$ cat config.mk
export PLATFORM = sky130hd
export DESIGN_NAME = exc_commit_ctrl
export DESIGN_NICKNAME = d
export VERILOG_FILES = /design/src/rtl/exc_pkg.sv /design/src/rtl/exc_stage_reg.sv /design/src/rtl/exc_commit_arb.sv /design/src/rtl/exc_csr.sv /design/src/rtl/exc_commit_ctrl.sv
export SDC_FILE = /design/constraint.sdc
export NUM_CORES = 1
export LEC_CHECK = 0
export BUFFER_PORTS_ARGS = -buffer_cell sky130_fd_sc_hd__buf_2
export CORE_UTILIZATION = 50
export DETAILED_ROUTE_END_ITERATION = 10
export PLACE_DENSITY = 0.79
export SLEW_MARGIN = 20
export SYNTH_ARGS = -nofsm -noshare
export SYNTH_HDL_FRONTEND = slang
export SYNTH_SLANG_ARGS = --single-unit
$ cat constraint.sdc
create_clock -name clk_i -period 1.9 [get_ports clk_i]
set_input_delay 0.19 -clock clk_i [delete_from_list [all_inputs] [get_ports clk_i]]
set_output_delay 0.19 -clock clk_i [all_outputs]
set_load 0.03 [all_outputs]
$ cat src/rtl/exc_pkg.sv
package exc_pkg;
  typedef enum logic [2:0] {
    CAUSE_NONE    = 3'd0,
    CAUSE_IRQ     = 3'd1,
    CAUSE_IFETCH  = 3'd2,
    CAUSE_ILLEGAL = 3'd3,
    CAUSE_OVF     = 3'd4,
    CAUSE_DADDR   = 3'd5
  } cause_e;

  // stage registers between fetch and commit
  localparam int unsigned N_CARRY = 3;

  function automatic cause_e stage_cause(int unsigned k);
    case (k)
      0:       return CAUSE_IFETCH;
      1:       return CAUSE_ILLEGAL;
      default: return CAUSE_OVF;
    endcase
  endfunction

  // older fault wins
  function automatic cause_e merge_cause(cause_e older, logic fault, cause_e local_c);
    if (older != CAUSE_NONE) return older;
    if (fault)               return local_c;
    return CAUSE_NONE;
  endfunction
endpackage

$ cat src/rtl/exc_stage_reg.sv
module exc_stage_reg
  import exc_pkg::*;
#(
  parameter int unsigned PC_W        = 32,
  parameter cause_e      LOCAL_CAUSE = CAUSE_IFETCH
) (
  input  logic            clk_i,
  input  logic            rst_ni,
  input  logic            flush_i,
  input  logic            valid_i,
  input  logic [PC_W-1:0] pc_i,
  input  cause_e          code_i,
  input  logic            fault_i,
  output logic            valid_o,
  output logic [PC_W-1:0] pc_o,
  output cause_e          code_o
);
  always_ff @(posedge clk_i or negedge rst_ni) begin
    if (!rst_ni) begin
      valid_o <= 1'b0;
      pc_o    <= '0;
      code_o  <= CAUSE_NONE;
    end else if (flush_i) begin
      valid_o <= 1'b0;
      code_o  <= CAUSE_NONE;
    end else begin
      valid_o <= valid_i;
      pc_o    <= pc_i;
      code_o  <= valid_i ? merge_cause(code_i, fault_i, LOCAL_CAUSE) : CAUSE_NONE;
    end
  end

  p_flush_empties_r5: assert property (@(posedge clk_i) disable iff (!rst_ni)
    flush_i |=> !valid_o);

  p_older_kept_r2: assert property (@(posedge clk_i) disable iff (!rst_ni)
    (!flush_i && valid_i && code_i != CAUSE_NONE) |=> code_o == $past(code_i));

  p_empty_clean_r7: assert property (@(posedge clk_i) disable iff (!rst_ni)
    !valid_i |=> code_o == CAUSE_NONE);
endmodule

$ cat src/rtl/exc_commit_arb.sv
module exc_commit_arb
  import exc_pkg::*;
(
  input  logic   valid_i,
  input  cause_e code_i,
  input  logic   daddr_fault_i,
  input  logic   irq_i,
  output logic   take_o,
  output cause_e cause_o,
  output logic   commit_o
);
  cause_e pipe_c;

  always_comb begin
    pipe_c   = merge_cause(code_i, daddr_fault_i, CAUSE_DADDR);
    cause_o  = irq_i ? CAUSE_IRQ : pipe_c;
    take_o   = valid_i && (cause_o != CAUSE_NONE);
    commit_o = valid_i && !take_o;
  end
endmodule

$ cat src/rtl/exc_csr.sv
module exc_csr
  import exc_pkg::*;
#(
  parameter int unsigned PC_W = 32
) (
  input  logic            clk_i,
  input  logic            rst_ni,
  input  logic            we_i,
  input  cause_e          cause_i,
  input  logic [PC_W-1:0] pc_i,
  output logic [2:0]      cause_o,
  output logic [PC_W-1:0] epc_o
);
  always_ff @(posedge clk_i or negedge rst_ni) begin
    if (!rst_ni) begin
      cause_o <= '0;
      epc_o   <= '0;
    end else if (we_i) begin
      cause_o <= cause_i;
      epc_o   <= pc_i;
    end
  end

  p_csr_hold_r4: assert property (@(posedge clk_i) disable iff (!rst_ni)
    !we_i |=> ($stable(cause_o) && $stable(epc_o)));
endmodule

$ cat src/rtl/exc_commit_ctrl.sv
module exc_commit_ctrl
  import exc_pkg::*;
#(
  parameter int unsigned     PC_W       = 32,
  parameter logic [PC_W-1:0] HANDLER_PC = 32'h0000_0180
) (
  input  logic            clk_i,
  input  logic            rst_ni,
  input  logic            if_valid_i,
  input  logic [PC_W-1:0] if_pc_i,
  input  logic            if_addr_fault_i,
  input  logic            id_illegal_i,
  input  logic            ex_overflow_i,
  input  logic            mem_addr_fault_i,
  input  logic            ext_irq_i,
  output logic            kill_if_o,
  output logic            kill_id_o,
  output logic            kill_ex_o,
  output logic            kill_mem_o,
  output logic            redirect_o,
  output logic [PC_W-1:0] redirect_pc_o,
  output logic            commit_o,
  output logic [PC_W-1:0] commit_pc_o,
  output logic [2:0]      cause_o,
  output logic [PC_W-1:0] epc_o
);
  localparam int unsigned MEM = N_CARRY;

  // index 0 = fetch inputs, index k = output of stage register k
  logic            vld [MEM+1];
  logic [PC_W-1:0] pcs [MEM+1];
  cause_e          cds [MEM+1];
  logic [N_CARRY-1:0] fault_v;
  logic            take;
  cause_e          take_cause;

  assign fault_v = {ex_overflow_i, id_illegal_i, if_addr_fault_i};
  assign vld[0]  = if_valid_i;
  assign pcs[0]  = if_pc_i;
  assign cds[0]  = CAUSE_NONE;

  for (genvar k = 0; k < N_CARRY; k++) begin : g_stage
    exc_stage_reg #(
      .PC_W        (PC_W),
      .LOCAL_CAUSE (stage_cause(k))
    ) u_reg (
      .clk_i   (clk_i),
      .rst_ni  (rst_ni),
      .flush_i (take),
      .valid_i (vld[k]),
      .pc_i    (pcs[k]),
      .code_i  (cds[k]),
      .fault_i (fault_v[k]),
      .valid_o (vld[k+1]),
      .pc_o    (pcs[k+1]),
      .code_o  (cds[k+1])
    );
  end

  exc_commit_arb u_arb (
    .valid_i       (vld[MEM]),
    .code_i        (cds[MEM]),
    .daddr_fault_i (mem_addr_fault_i),
    .irq_i         (ext_irq_i),
    .take_o        (take),
    .cause_o       (take_cause),
    .commit_o      (commit_o)
  );

  exc_csr #(.PC_W(PC_W)) u_csr (
    .clk_i   (clk_i),
    .rst_ni  (rst_ni),
    .we_i    (take),
    .cause_i (take_cause),
    .pc_i    (pcs[MEM]),
    .cause_o (cause_o),
    .epc_o   (epc_o)
  );

  assign kill_if_o     = take;
  assign kill_id_o     = take;
  assign kill_ex_o     = take;
  assign kill_mem_o    = take;
  assign redirect_o    = take;
  assign redirect_pc_o = take ? HANDLER_PC : '0;
  assign commit_pc_o   = commit_o ? pcs[MEM] : '0;

  p_trap_flush_r5: assert property (@(posedge clk_i) disable iff (!rst_ni)
    kill_mem_o |=> (!vld[1] && !vld[2] && !vld[MEM]));

  p_epc_capture_r4: assert property (@(posedge clk_i) disable iff (!rst_ni)
    redirect_o |=> epc_o == $past(pcs[MEM]));

  p_irq_wins_r3: assert property (@(posedge clk_i) disable iff (!rst_ni)
    (ext_irq_i && vld[MEM]) |=> cause_o == 3'(CAUSE_IRQ));

  p_no_retire_on_kill_r5: assert property (@(posedge clk_i) disable iff (!rst_ni)
    kill_mem_o |-> !commit_o);
endmodule

After elaboration in Yosys (flattened, before gate mapping)
Index checks and enable logic that the tools add are counted.
{"block": "word_totals", "out_inout_bits": 105, "wordCells": 62, "in_bits": 40, "ff_bits": 143}
{"block": "classes", "reduce_logical": 7, "mux": 44}
{"op": "$mux 3", "n": 22}
{"op": "$mux 32", "n": 1}
{"op": "$mux 1", "n": 20}
{"op": "$reduce_bool 3->1", "n": 4}
{"op": "$mux 9", "n": 1}
{"op": "$logic_and 1x1->1", "n": 2}
{"op": "$logic_not 1->1", "n": 1}

Logic depth before layout (Yosys ltp)
Gate-level depths: netlist (run 1).
{"block": "depth", "depth_word": 15, "mapped_depth": 5, "ltp_nobuf": 3}

Hierarchy
From an unflattened synthesis (run 1), not the netlist that was laid out.
{"block": "hier_totals", "cells_unflattened": 388, "hier_area_um2": 6493.7}
{"module": "exc_stage_reg (g_stage[0].u_reg ...)", "seq_area_each_um2": 900.9, "area_per_inst_um2": 1481.4, "n_inst": 2, "cells_each": 77}
{"module": "exc_stage_reg (g_stage[1].u_reg)", "seq_area_each_um2": 900.9, "area_per_inst_um2": 1490.2, "n_inst": 1, "cells_each": 78}
{"module": "exc_csr", "seq_area_each_um2": 875.8, "area_per_inst_um2": 1453.9, "n_inst": 1, "cells_each": 74}
{"module": "exc_commit_ctrl", "seq_area_each_um2": 0.0, "area_per_inst_um2": 529.3, "n_inst": 1, "cells_each": 72}
{"module": "exc_commit_arb", "seq_area_each_um2": 0.0, "area_per_inst_um2": 57.6, "n_inst": 1, "cells_each": 10}

Worst setup path before layout (run 1)
Ideal clock, no wire load.
{"block": "synth_timing", "path_type": "register to output", "start": "reg g_stage[2].u_reg.code_o[2]", "end": "out commit_pc_o[22]", "n_path_buf": 1, "t_arrival_ps": 1758, "setup_slack_ps": -48, "required_ps": 1710, "stages_incl_launch_ff": 5, "cell_sequence": "dfrtp_1 > or2_2 > nor3_2 > clkbuf_1 > and2_1"}
{"block": "synth_via", "elab_chain_len": 10, "elab_cells_between_ends": 12, "classes_between": "7 x mux; 5 x reduce/logical"}
{"item": "start: declaration", "line": "exc_stage_reg.sv:16", "rtl": "output cause_e code_o"}
{"item": "start signal: assignment", "line": "exc_stage_reg.sv:29", "rtl": "code_o <= valid_i ? merge_cause(code_i, fault_i, LOCAL_CAUSE) : CAUSE_NONE;"}
{"item": "$mux 3", "line": "exc_pkg.sv:24", "rtl": "if (older != CAUSE_NONE) return older;"}
{"item": "$mux 3", "line": "exc_pkg.sv:25", "rtl": "if (fault) return local_c;"}
{"item": "$mux 3", "line": "exc_pkg.sv:26", "rtl": "return CAUSE_NONE;"}
{"item": "$mux 3 *", "line": "exc_pkg.sv:25"}
{"item": "$mux 3 *", "line": "exc_commit_arb.sv:16", "rtl": "cause_o = irq_i ? CAUSE_IRQ : pipe_c;"}
{"item": "$reduce_bool 3->1 *", "line": "exc_commit_arb.sv:17", "rtl": "take_o = valid_i && (cause_o != CAUSE_NONE);"}
{"item": "$logic_and 1x1->1 *", "line": "exc_commit_arb.sv:17"}
{"item": "$logic_not 1->1 *", "line": "exc_commit_arb.sv:18", "rtl": "commit_o = valid_i && !take_o;"}
{"item": "$logic_and 1x1->1 *", "line": "exc_commit_arb.sv:18"}
{"item": "net commit_o", "line": "exc_commit_ctrl.sv:22", "rtl": "output logic commit_o,"}
{"item": "$mux 32 *", "line": "exc_commit_ctrl.sv:86", "rtl": "assign commit_pc_o = commit_o ? pcs[MEM] : '0;"}
{"item": "end: declaration", "line": "exc_commit_ctrl.sv:23", "rtl": "output logic [PC_W-1:0] commit_pc_o,"}
The timed path passes the listed nets; every way through them passes the cells marked *. The select of a mux whose other input is x is not followed.

Worst setup path in the final report (run 1)
{"block": "layout_timing", "start": "reg g_stage[2].u_reg.code_o[0]", "end": "out commit_pc_o[2]"}
{"block": "layout_via", "elab_chain_len": 10, "elab_cells_between_ends": 12, "classes_between": "7 x mux; 5 x reduce/logical"}
{"item": "$mux 3", "line": "exc_pkg.sv:24"}
{"item": "$mux 3", "line": "exc_pkg.sv:25"}
{"item": "$mux 3", "line": "exc_pkg.sv:26"}
{"item": "$mux 3 *", "line": "exc_pkg.sv:25"}
{"item": "$mux 3 *", "line": "exc_commit_arb.sv:16"}
{"item": "$reduce_bool 3->1 *", "line": "exc_commit_arb.sv:17"}
{"item": "$logic_and 1x1->1 *", "line": "exc_commit_arb.sv:17"}
{"item": "$logic_not 1->1 *", "line": "exc_commit_arb.sv:18"}
{"item": "$logic_and 1x1->1 *", "line": "exc_commit_arb.sv:18"}
{"item": "$mux 32 *", "line": "exc_commit_ctrl.sv:86"}
Every way passes the cells marked *; elsewhere a longest branch is shown, timed or not. The select of a mux whose other input is x is not followed.

==> impl_metrics.yaml, run 1 <==
finish:
  fin_cells: 680
  drive_above_1_share_pct: 36.9
  final_common_cell: "dfrtp_1"
  syn_to_final_growth_pct: 31.3
  nets: 568
  antenna_cells: 0
  layout_common_cells: "140 x dfrtp_1, 100 x mux2_1, 73 x buf_2, 44 x buf_6, 32 x and2_1"
pwr:
  powerDensity_mw_per_mm2: 1410
  total_leakage_power_nw: 3.53
  irDropWorstVdd_mv: 0.815
clock_tree:
  clk_path_buf_depth: 2
  htree_levels: 4
  cts-root-buf: "clkbuf_16"
  cts_tree: "yes"
  cts_num_sinks: 140
  clkTransAtPathRegs_ns: 0.06
  clk_latency_ns: 0.41
  numCtsBuffers: 17
synth:
  netlist_instances: 382
  syn-cell-area_sq_mm: 0.00576
  synth_top_area_share_pct: 60.8
  ys_ff_latch: 140
  ys_seq_area_share_pct: 60.8
  synth_top_cell_by_area: "dfrtp_1"
  synthTopCellsByArea: "dfrtp_1 61%, mux2_1 20%, mux2_2 5.5%"
  synth_area_per_cell_sq_um: 15.1
  synth_cell_types: 25
  yosys_warnings: 0
floorplanning:
  core-area_sq_mm: 0.0110
  dieArea_sq_mm: 0.0120
  rows: 38
  chipWidth_microns: 109
  start_util_pct: 52.2
  pin_count: 145
  die_h_microns: 109
routing:
  firstDrtPassIters: 4
  ant_nets: 0
  drt_iter0_drc: 82
  wl_per_cell_microns: 14.5
  wl_mm: 9.83
  route.detailed.vias_per_inst: 4.83
  drc: 0
  vias: 3284
sta:
  fin_crit_ns: 2.02
  hold_slack_ns: 0.0111
  setup_viol_count_final: 39
  setup_ws_ns: -0.120
  worst_pin_slew_ns: 0.539
  hold_viol: 0
  slew_headroom_pct: 64.0
  slew_violations: 0
  setup_tns_ns: -3.51
  period_share_pct: 106
  rsz0062_at_grt: "true"
  fin_skew_ns: 0.00887
  fmax_ghz: 0.495
run_status:
  status: "complete, but fails checks"
  violations: "negative setup slack"
global_route:
  use_met3_pct: 4.62
  grt_pass1_vias: 3329
  grt_util_all_layers_pct: 18.1
  antenna_found_initial: 0
  grt_max_degree: 64
  grt.overflow.total: 0
  grt-busiest-layer: "met2"
  use_met2_pct: 29.4
  met1_usage_pct: 23.0
  grt_pass1_wl_mm: 16.2
critical_path:
  end_kind: "primary output"
  path_class: "flip-flop to primary output"
  regToRegEndpoint: "g_stage[1].u_reg.pc_o[22]$_DFFE_PN0N_"
  r2r_cells: 5
  worstPathRequired_ns: 1.71
  cp-start-kind: "flip-flop"
  arrival_ns: 1.83
  r2r_setup_slack_ns: 0.05
  rr_startpoint: "g_stage[2].u_reg.code_o[0]$_DFF_PN0_"
  path_max_fanout: 16
worst_hold_path:
  hp-start: "if_pc_i[31]"
  min_path_type: "input port to flip-flop"
  min_path_cells: 2
  min_to: "g_stage[0].u_reg.pc_o[31]$_DFFE_PN0N_"
placed_design:
  dp_cells: 624
  port_buffers: 114
  hpwl_mm: 6.16
  place.gp.congestion: 0.736
job:
  cap_violations: 0
how the worst max path moves through the flow:
| stage | startpoint | to | slack [ns] | cells after the start |
|---|---|---|---|---|
| 4_1_cts | g_stage[2].u_reg.code_o[0]$_DFF_PN0_ | commit_pc_o[0] | -0.14 | 5 |
| 6_report | g_stage[2].u_reg.code_o[0]$_DFF_PN0_ | commit_pc_o[2] | -0.12 | 5 |
| 5_1_grt | g_stage[2].u_reg.code_o[0]$_DFF_PN0_ | commit_pc_o[7] | -0.23 | 5 |
| 3_5_place_dp | g_stage[2].u_reg.code_o[0]$_DFF_PN0_ | g_stage[2].u_reg.pc_o[5]$_DFFE_PN0N_ | 0.09 | 5 |
| 2_1_floorplan | g_stage[2].u_reg.code_o[2]$_DFF_PN0_ | commit_pc_o[22] | 0.13 | 4 |
| 3_3_place_gp | g_stage[2].u_reg.code_o[2]$_DFF_PN0_ | g_stage[2].u_reg.pc_o[5]$_DFFE_PN0N_ | 0.11 | 5 |
report_power, final:
group	switching [mW]	total [mW]	internal [mW]
logic	1.67	2.88	1.22
registers	0.494	4.37	3.88
clock network	1.19	3.44	2.25
synthesized netlist by cell type:
library cell	count
mux2_1	100
clkbuf_1	5
a31oi_1	1
o21ai_4	1
mux2_2	28
buf_4	37
or2_2	1
dfrtp_1	140
and2_1	35
a21oi_1	1
o2bb2ai_1	1
and4b_1	1
buf_6	12
buf_2	1
a221oi_1	1
o21ai_0	2
nor2_1	2
and3_1	4
inv_1	3
nor3_2	1
o211a_1	1
nand2_1	1
conb_1	1
nor3b_1	1
or3_4	1
sequential cells by signal, summed over array words and instances, names as in the netlist:
| register | cells |
|---|---|
| u_csr.cause_o | 3 |
| g_stage.u_reg.code_o | 6 |
| u_csr.epc_o | 32 |
| g_stage.u_reg.valid_o | 3 |
| g_stage.u_reg.pc_o | 96 |
area by class of cell:
class                   instances  area (sq um)
inverters                       3          18.8
fillers                       737          3460
repair buffers                153          1310
well taps                     140           175
clock inverters                11           168
clock buffers                  20           457
multi-input cells             213          1940
flip-flops and latches        140          3500
kinds of logic (layout without fill, tap and decap cells):
family | count (synthesis) | after routing | synth area share (%)
AOI/OAI and AO/OA | 8 | 8 | 1.13
buffers and inverters | 58 | 187 | 7.77
DFF | 140 | 140 | 60.8
muxes | 128 | 128 | 25.0
other | 1 | 30 | 0.0651
and+or+nand+nor | 47 | 47 | 5.21
per-stage QoR:
stage	instance area [sq um]	power (mW)	util, %	worst slack (ns)
after detailed placement	6370	7.10	57.8	0.0852
after global routing	7570	11.2	68.6	-0.225
after global placement	6370	6.96	57.8	0.111
after CTS	7520	10.8	68.2	-0.143
after floorplan	5870	6.33	-	0.131
final	7570	10.7	68.6	-0.120
critical path, cell delays in order (launching register included):
cell	delay [ns]
dfrtp_1	0.38
or3_4	0.37
nor3_4	0.17
buf_6	0.19
and2_1	0.16
buf_6	0.13
routing by layer:
metal  part of all wire [%]  vias to the layer above  routed length (microns)
met3                    4.5                       11                      438
met1                     44                     1630                     4330
met2                     50                      109                     4910
met5                      0                        -                        0
met4                    1.5                        0                      149
li1                       -                     1534                        -
what timing repair did:
item | 4_1_cts | 5_1_grt
pin swaps | 1 | 2
gates resized for setup | 87 | 9
endpoints found under the setup margin | 40 | 146
endpoints found under the hold margin | 75 | 0
buffers inserted | 3 | 0
hold buffers | 20 | 0
cloned | 1 | 1
(Power assumes the default switching activity.)
==> run 2: changes to the inputs <==
--- a/config.mk
+++ b/config.mk
@@ -6,7 +6,9 @@
 export NUM_CORES = 1
 export LEC_CHECK = 0
 export BUFFER_PORTS_ARGS = -buffer_cell sky130_fd_sc_hd__buf_2
+export CORE_MARGIN = 4
 export CORE_UTILIZATION = 50
+export CTS_BUF_LIST = sky130_fd_sc_hd__clkbuf_8
 export DETAILED_ROUTE_END_ITERATION = 10
 export PLACE_DENSITY = 0.79
 export SLEW_MARGIN = 20
==> run 2 against run 1 <==
The flow still finishes with violations (negative setup slack). Power fell by 5.8%. Setup slack got worse by 0.027 ns. Register-to-register slack barely moved. Sequential power about the same. Maximum frequency is 1.3% lower. Combinational power up 5%. First-iteration DRC count up 34%. Hold slack better by 0.15 ns. Utilization rose by 0.85 points. Final area up 1.7%. Clock power decreased by 22%. Non-clock buffer count grew 25.
==> impl_metrics.yaml, run 2 (synthesis gave the netlist of run 1 again) <==
run_status:
  status: "complete, but fails checks"
  violations: "negative setup slack"
global_route:
  grt-busiest-layer: "met2"
  grt_util_all_layers_pct: 16.9
  use_met2_pct: 27.9
  met1_usage_pct: 21.2
  grt_pass1_wl_mm: 17.4
  antenna_found_initial: 1
  grt.overflow.total: 0
  use_met3_pct: 4.74
  grt_max_degree: 67
  grt_pass1_vias: 3578
clock_tree:
  cts_num_sinks: 140
  clk_path_buf_depth: 2
  htree_levels: 4
  clkTransAtPathRegs_ns: 0.07
  cts_tree: "yes"
  cts-root-buf: "clkbuf_8"
  numCtsBuffers: 17
  clk_latency_ns: 0.43
finish:
  nets: 593
  layout.area.seq_sq_mm: 0.00350
  largest_reg_flops: 96
  syn_to_final_growth_pct: 33.5
  fin_util_pct: 69.4
  multi_input_area_sq_mm: 0.00194
  top_regs: "g_stage.u_reg.pc_o x96, u_csr.epc_o x32, g_stage.u_reg.code_o x6"
  layout_common_cells: "140 x dfrtp_1, 98 x mux2_1, 74 x buf_2, 44 x buf_6, 37 x dlygate4sd3_1"
  nFillCells: 747
  regMostFlops: "g_stage.u_reg.pc_o"
  drive_above_1_share_pct: 37.1
  final_common_cell: "dfrtp_1"
job:
  cap_violations: 0
floorplanning:
  die_h_microns: 115
  rows: 38
  start_util_pct: 52.0
  pin_count: 145
  chipWidth_microns: 115
  core-area_sq_mm: 0.0111
  dieArea_sq_mm: 0.0133
critical_path:
  path_max_fanout: 19
  path_class: "flip-flop to primary output"
  cp-start-kind: "flip-flop"
  arrival_ns: 1.86
  end_kind: "primary output"
  worstPathRequired_ns: 1.71
sta:
  period_share_pct: 108
  hold_viol: 0
  fmax_ghz: 0.488
  setup_viol_count_final: 40
  hold_slack_ns: 0.158
  fin_skew_ns: 0.00858
  fin_crit_ns: 2.05
  rsz0062_at_grt: "true"
  slew_violations: 0
  setup_ws_ns: -0.148
routing:
  vias: 3430
  drc: 0
  wl_per_cell_microns: 15.7
  wl_mm: 11.1
  ant_nets: 0
  drt_iter0_drc: 110
  route.detailed.vias_per_inst: 4.85
  firstDrtPassIters: 4
placed_design:
  place.gp.congestion: 0.696
  hpwl_mm: 6.79
  post-place-ws_ns: 0.0205
  port_buffers: 114
pwr:
  power_mw: 10.1
  irDropWorstVdd_mv: 0.826
  total_leakage_power_nw: 3.63
  powerDensity_mw_per_mm2: 1310
worst_hold_path:
  min_path_type: "input port to flip-flop"
## run 2: power breakdown
part	internal [mW]	switching, mW	total [mW]
logic	1.31	1.70	3.01
registers	3.87	0.497	4.37
clock network	1.61	1.09	2.69
## run 2: worst max-delay path, cell delays in order (launching register included)
cell     delay [ns]
dfrtp_1        0.38
or3_4          0.37
nor3_4         0.18
buf_6          0.20
and2_1         0.16
buf_6          0.13
## run 2: worst paths after layout
path                                                         endpoint  cells past startpoint  slack (ns)                                  start
worst max-delay path                                  commit_pc_o[27]                      5       -0.15   g_stage[2].u_reg.code_o[0]$_DFF_PN0_
worst min-delay path                     u_csr.cause_o[2]$_DFFE_PN0P_                      3        0.16                       mem_addr_fault_i
worst max register to register             u_csr.epc_o[5]$_DFFE_PN0P_                      6        0.05   g_stage[2].u_reg.code_o[0]$_DFF_PN0_
worst min register to register  g_stage[1].u_reg.pc_o[19]$_DFFE_PN0N_                      1        0.48  g_stage[0].u_reg.pc_o[19]$_DFFE_PN0N_
max in group asynchronous       g_stage[0].u_reg.pc_o[28]$_DFFE_PN0N_                      3        0.97                                 rst_ni
min in group asynchronous       g_stage[2].u_reg.pc_o[10]$_DFFE_PN0N_                      2        0.26                                 rst_ni
## run 2: repair_timing
| action | CTS | global route |
|---|---|---|
| hold buffers | 37 | 0 |
| endpoints found under the setup margin | 40 | 147 |
| gates cloned | 1 | 6 |
| gates resized for setup | 83 | 14 |
| buffers inserted | 3 | 5 |
| pin swaps | 1 | 2 |
| hold endpoints to repair | 81 | 0 |
## run 2: metal layers
metal  vias up  wire [microns]
li1       1574               -
met1      1736            4670
met2       108            5640
met3        12             678
met4         0             116
met5         -               0
## run 2: layout make-up
cell class	instances	area share (%)
clock inverter	10	2.08
sequential	140	45.5
clock buffer	22	3.94
multi-input combinational	213	25.3
inverter	3	0.146
antenna	1	0.0325
timing repair buffer	178	20.7
tap	140	2.28
## run 2: metrics by stage
step	std cells	TNS (ns)	area, sq um
2_1_floorplan	411	0	5870
3_5_place_dp	623	0	6340
5_1_grt	707	-9.22	7690
4_1_cts	696	-5.93	7500
3_3_place_gp	623	0	6340
6_report	707	-4.86	7690
==> run 3: changes to the inputs <==
==> constraint.sdc (replaced) <==
create_clock -name clk_i -period 1.9 [get_ports clk_i]
set_input_delay 0.19 -clock clk_i [delete_from_list [all_inputs] [get_ports clk_i]]
set_output_delay 0.19 -clock clk_i [all_outputs]
set_load 0.02 [all_outputs]
==> run 3 against run 2 <==
The flow still finishes with violations (negative setup slack). Cell count decreased by 0.99%. Clock-buffer cell count decreased by 3. Utilization decreased by 1.9 points. Critical path depth unchanged. First-iteration DRC count increased by 6.4%. Hold slack got worse by 0.062 ns. Clock skew increased by 0.00071 ns. Critical path type unchanged. Largest cell class unchanged.
==> impl_metrics.yaml, run 3 (synthesis gave the netlist of run 1 again) <==
run_status:
  status: "complete, but fails checks"
  violations: "negative setup slack"
sta:
  rsz0062_at_grt: "true"
  worst_pin_slew_ns: 0.525
  slew_headroom_pct: 65.0
  period_share_pct: 109
  hold_slack_ns: 0.0964
  fin_skew_ns: 0.00929
  fin_crit_ns: 2.07
  fmax_ghz: 0.484
  setup_ws_ns: -0.167
  slew_violations: 0
  hold_viol: 0
  setup_viol_count_final: 40
placed_design:
  placed_cell_area_sq_mm: 0.00635
  hpwl_mm: 6.78
  port_buffers: 114
  dp_cells: 623
  post-place-ws_ns: 0.0818
  place.gp.congestion: 0.674
clock_tree:
  clkTransAtPathRegs_ns: 0.07
  cts-root-buf: "clkbuf_8"
  cts_tree: "yes"
  clk_latency_ns: 0.44
  htree_levels: 4
  numCtsBuffers: 17
  clk_path_buf_depth: 2
  cts_num_sinks: 140
routing:
  wl_mm: 11.0
  route.detailed.vias_per_inst: 4.93
  drt_iter0_drc: 117
  ant_nets: 0
  firstDrtPassIters: 4
  vias: 3451
  wl_per_cell_microns: 15.8
  drc: 0
global_route:
  grt_pass1_wl_mm: 17.9
  grt_max_degree: 65
  antenna_found_initial: 1
  grt_pass1_vias: 3749
  grt_util_all_layers_pct: 17.3
  grt.overflow.total: 0
pwr:
  irDropWorstVdd_mv: 0.757
  power_mw: 9.48
  total_leakage_power_nw: 3.53
  powerDensity_mw_per_mm2: 1270
worst_hold_path:
  min_to: "u_csr.cause_o[0]$_DFFE_PN0P_"
  min_path_type: "input port to flip-flop"
  hp-start: "ext_irq_i"
  min_path_cells: 3
finish:
  top_regs: "g_stage.u_reg.pc_o x96, u_csr.epc_o x32, g_stage.u_reg.code_o x6"
  layout_common_cells: "140 x dfrtp_1, 100 x mux2_1, 76 x buf_2, 37 x dlygate4sd3_1, 31 x and2_1"
  nets: 586
  regMostFlops: "g_stage.u_reg.pc_o"
  final_area_sq_mm: 0.00749
  largest_reg_flops: 96
  drive_above_1_share_pct: 36.1
  final_common_cell: "dfrtp_1"
  fin_cells: 700
  syn_to_final_growth_pct: 29.9
critical_path:
  end_kind: "primary output"
  path_cells: "or3_4 > nor3_4 > buf_6 > and2_1 > buf_6"
  regToRegEndpoint: "g_stage[2].u_reg.pc_o[23]$_DFFE_PN0N_"
  path_max_fanout: 16
  crit_family: "simple AND/OR/NAND/NOR gates"
  path_class: "flip-flop to primary output"
  r2r_cells: 5
  arrival_ns: 1.88
  cp_num_buf_inv: 2
  rr_startpoint: "g_stage[2].u_reg.code_o[0]$_DFF_PN0_"
  slowest_stage: "dfrtp_1"
  cp-start-kind: "flip-flop"
  max_stage_delay_ns: 0.39
  worstPathRequired_ns: 1.71
  critPathMostFrequentCell: "buf_6"
  r2r_setup_slack_ns: 0.05
floorplanning:
  dieArea_sq_mm: 0.0133
  core-area_sq_mm: 0.0111
  chipWidth_microns: 115
  die_h_microns: 115
  pin_count: 145
  start_util_pct: 52.0
  rows: 38
job:
  cap_violations: 0
-- run 3: cell count changes in the layout (fill, tap and decap cells not counted), sizes merged --
cell    before  now
buf        136  131
clkbuf      26   22
clkinv       5    8
bufbuf       1    0
-- run 3: cell type report --
cell class / count / area (sq um)
Fill cell: 761 / 3590
Sequential cell: 140 / 3500
Multi-Input combinational cell: 213 / 1940
Timing Repair Buffer: 171 / 1420
Clock buffer: 19 / 262
Tap cell: 140 / 175
Clock inverter: 13 / 171
Inverter: 3 / 11.3
Antenna cell: 1 / 2.50
-- run 3: tightest hold or removal path, delay by kind of cell --
kind,cells,cell delay (ns)
AND/OR/NAND/NOR,1,0.09
AO/OA/AOI/OAI,1,0.09
buffers and inverters,1,0.12
-- run 3: layer usage --
layer | wire length (microns) | vias up | share of wire, % | GRT usage (%)
li1 | - | 1569 | - | -
met1 | 4520 | 1742 | 41 | 20.7
met2 | 5590 | 120 | 51 | 29.2
met3 | 720 | 20 | 6.5 | 5.89
met4 | 201 | 0 | 1.8 | 6.34
met5 | 0 | - | 0 | 0
-- run 3: report_power, final --
group          internal [mW]  leakage, nW  switching, mW
Clock                   1.48        0.225           1.09
Sequential              3.87         1.65          0.496
Combinational           1.21         1.66           1.33
-- run 3: worst max path at each step --
stage                                               startpoint  slack [ns]  cells after the start                               endpoint
after CTS                 g_stage[2].u_reg.code_o[0]$_DFF_PN0_       -0.16                      5                         commit_pc_o[9]
after global placement    g_stage[2].u_reg.code_o[2]$_DFF_PN0_        0.13                      4  g_stage[2].u_reg.pc_o[27]$_DFFE_PN0N_
final                     g_stage[2].u_reg.code_o[0]$_DFF_PN0_       -0.17                      5                         commit_pc_o[5]
after detailed placement  g_stage[2].u_reg.code_o[0]$_DFF_PN0_        0.08                      4  g_stage[2].u_reg.pc_o[21]$_DFFE_PN0N_
after global routing      g_stage[2].u_reg.code_o[0]$_DFF_PN0_       -0.28                      5                         commit_pc_o[9]
after floorplan           g_stage[2].u_reg.code_o[2]$_DFF_PN0_        0.11                      4                        commit_pc_o[22]
-- run 3: repair_timing --
item / 4_1_cts / 5_1_grt
buffers inserted: 4 / 0
hold buffers: 37 / 0
endpoints found under the setup margin: 40 / 163
endpoints found under the hold margin: 89 / 0
gates cloned: 0 / 3
pin swaps: 1 / 4
resized for setup: 60 / 12
-- run 3: through the flow --
| stage | TNS (ns) | util, % |
|---|---|---|
| global route | -9.32 | 67.6 |
| finish | -4.73 | 67.6 |
| detailed placement | 0 | 57.3 |
| CTS | -5.17 | 66.5 |
| global placement | 0 | 57.3 |
| floorplan | 0 | - |
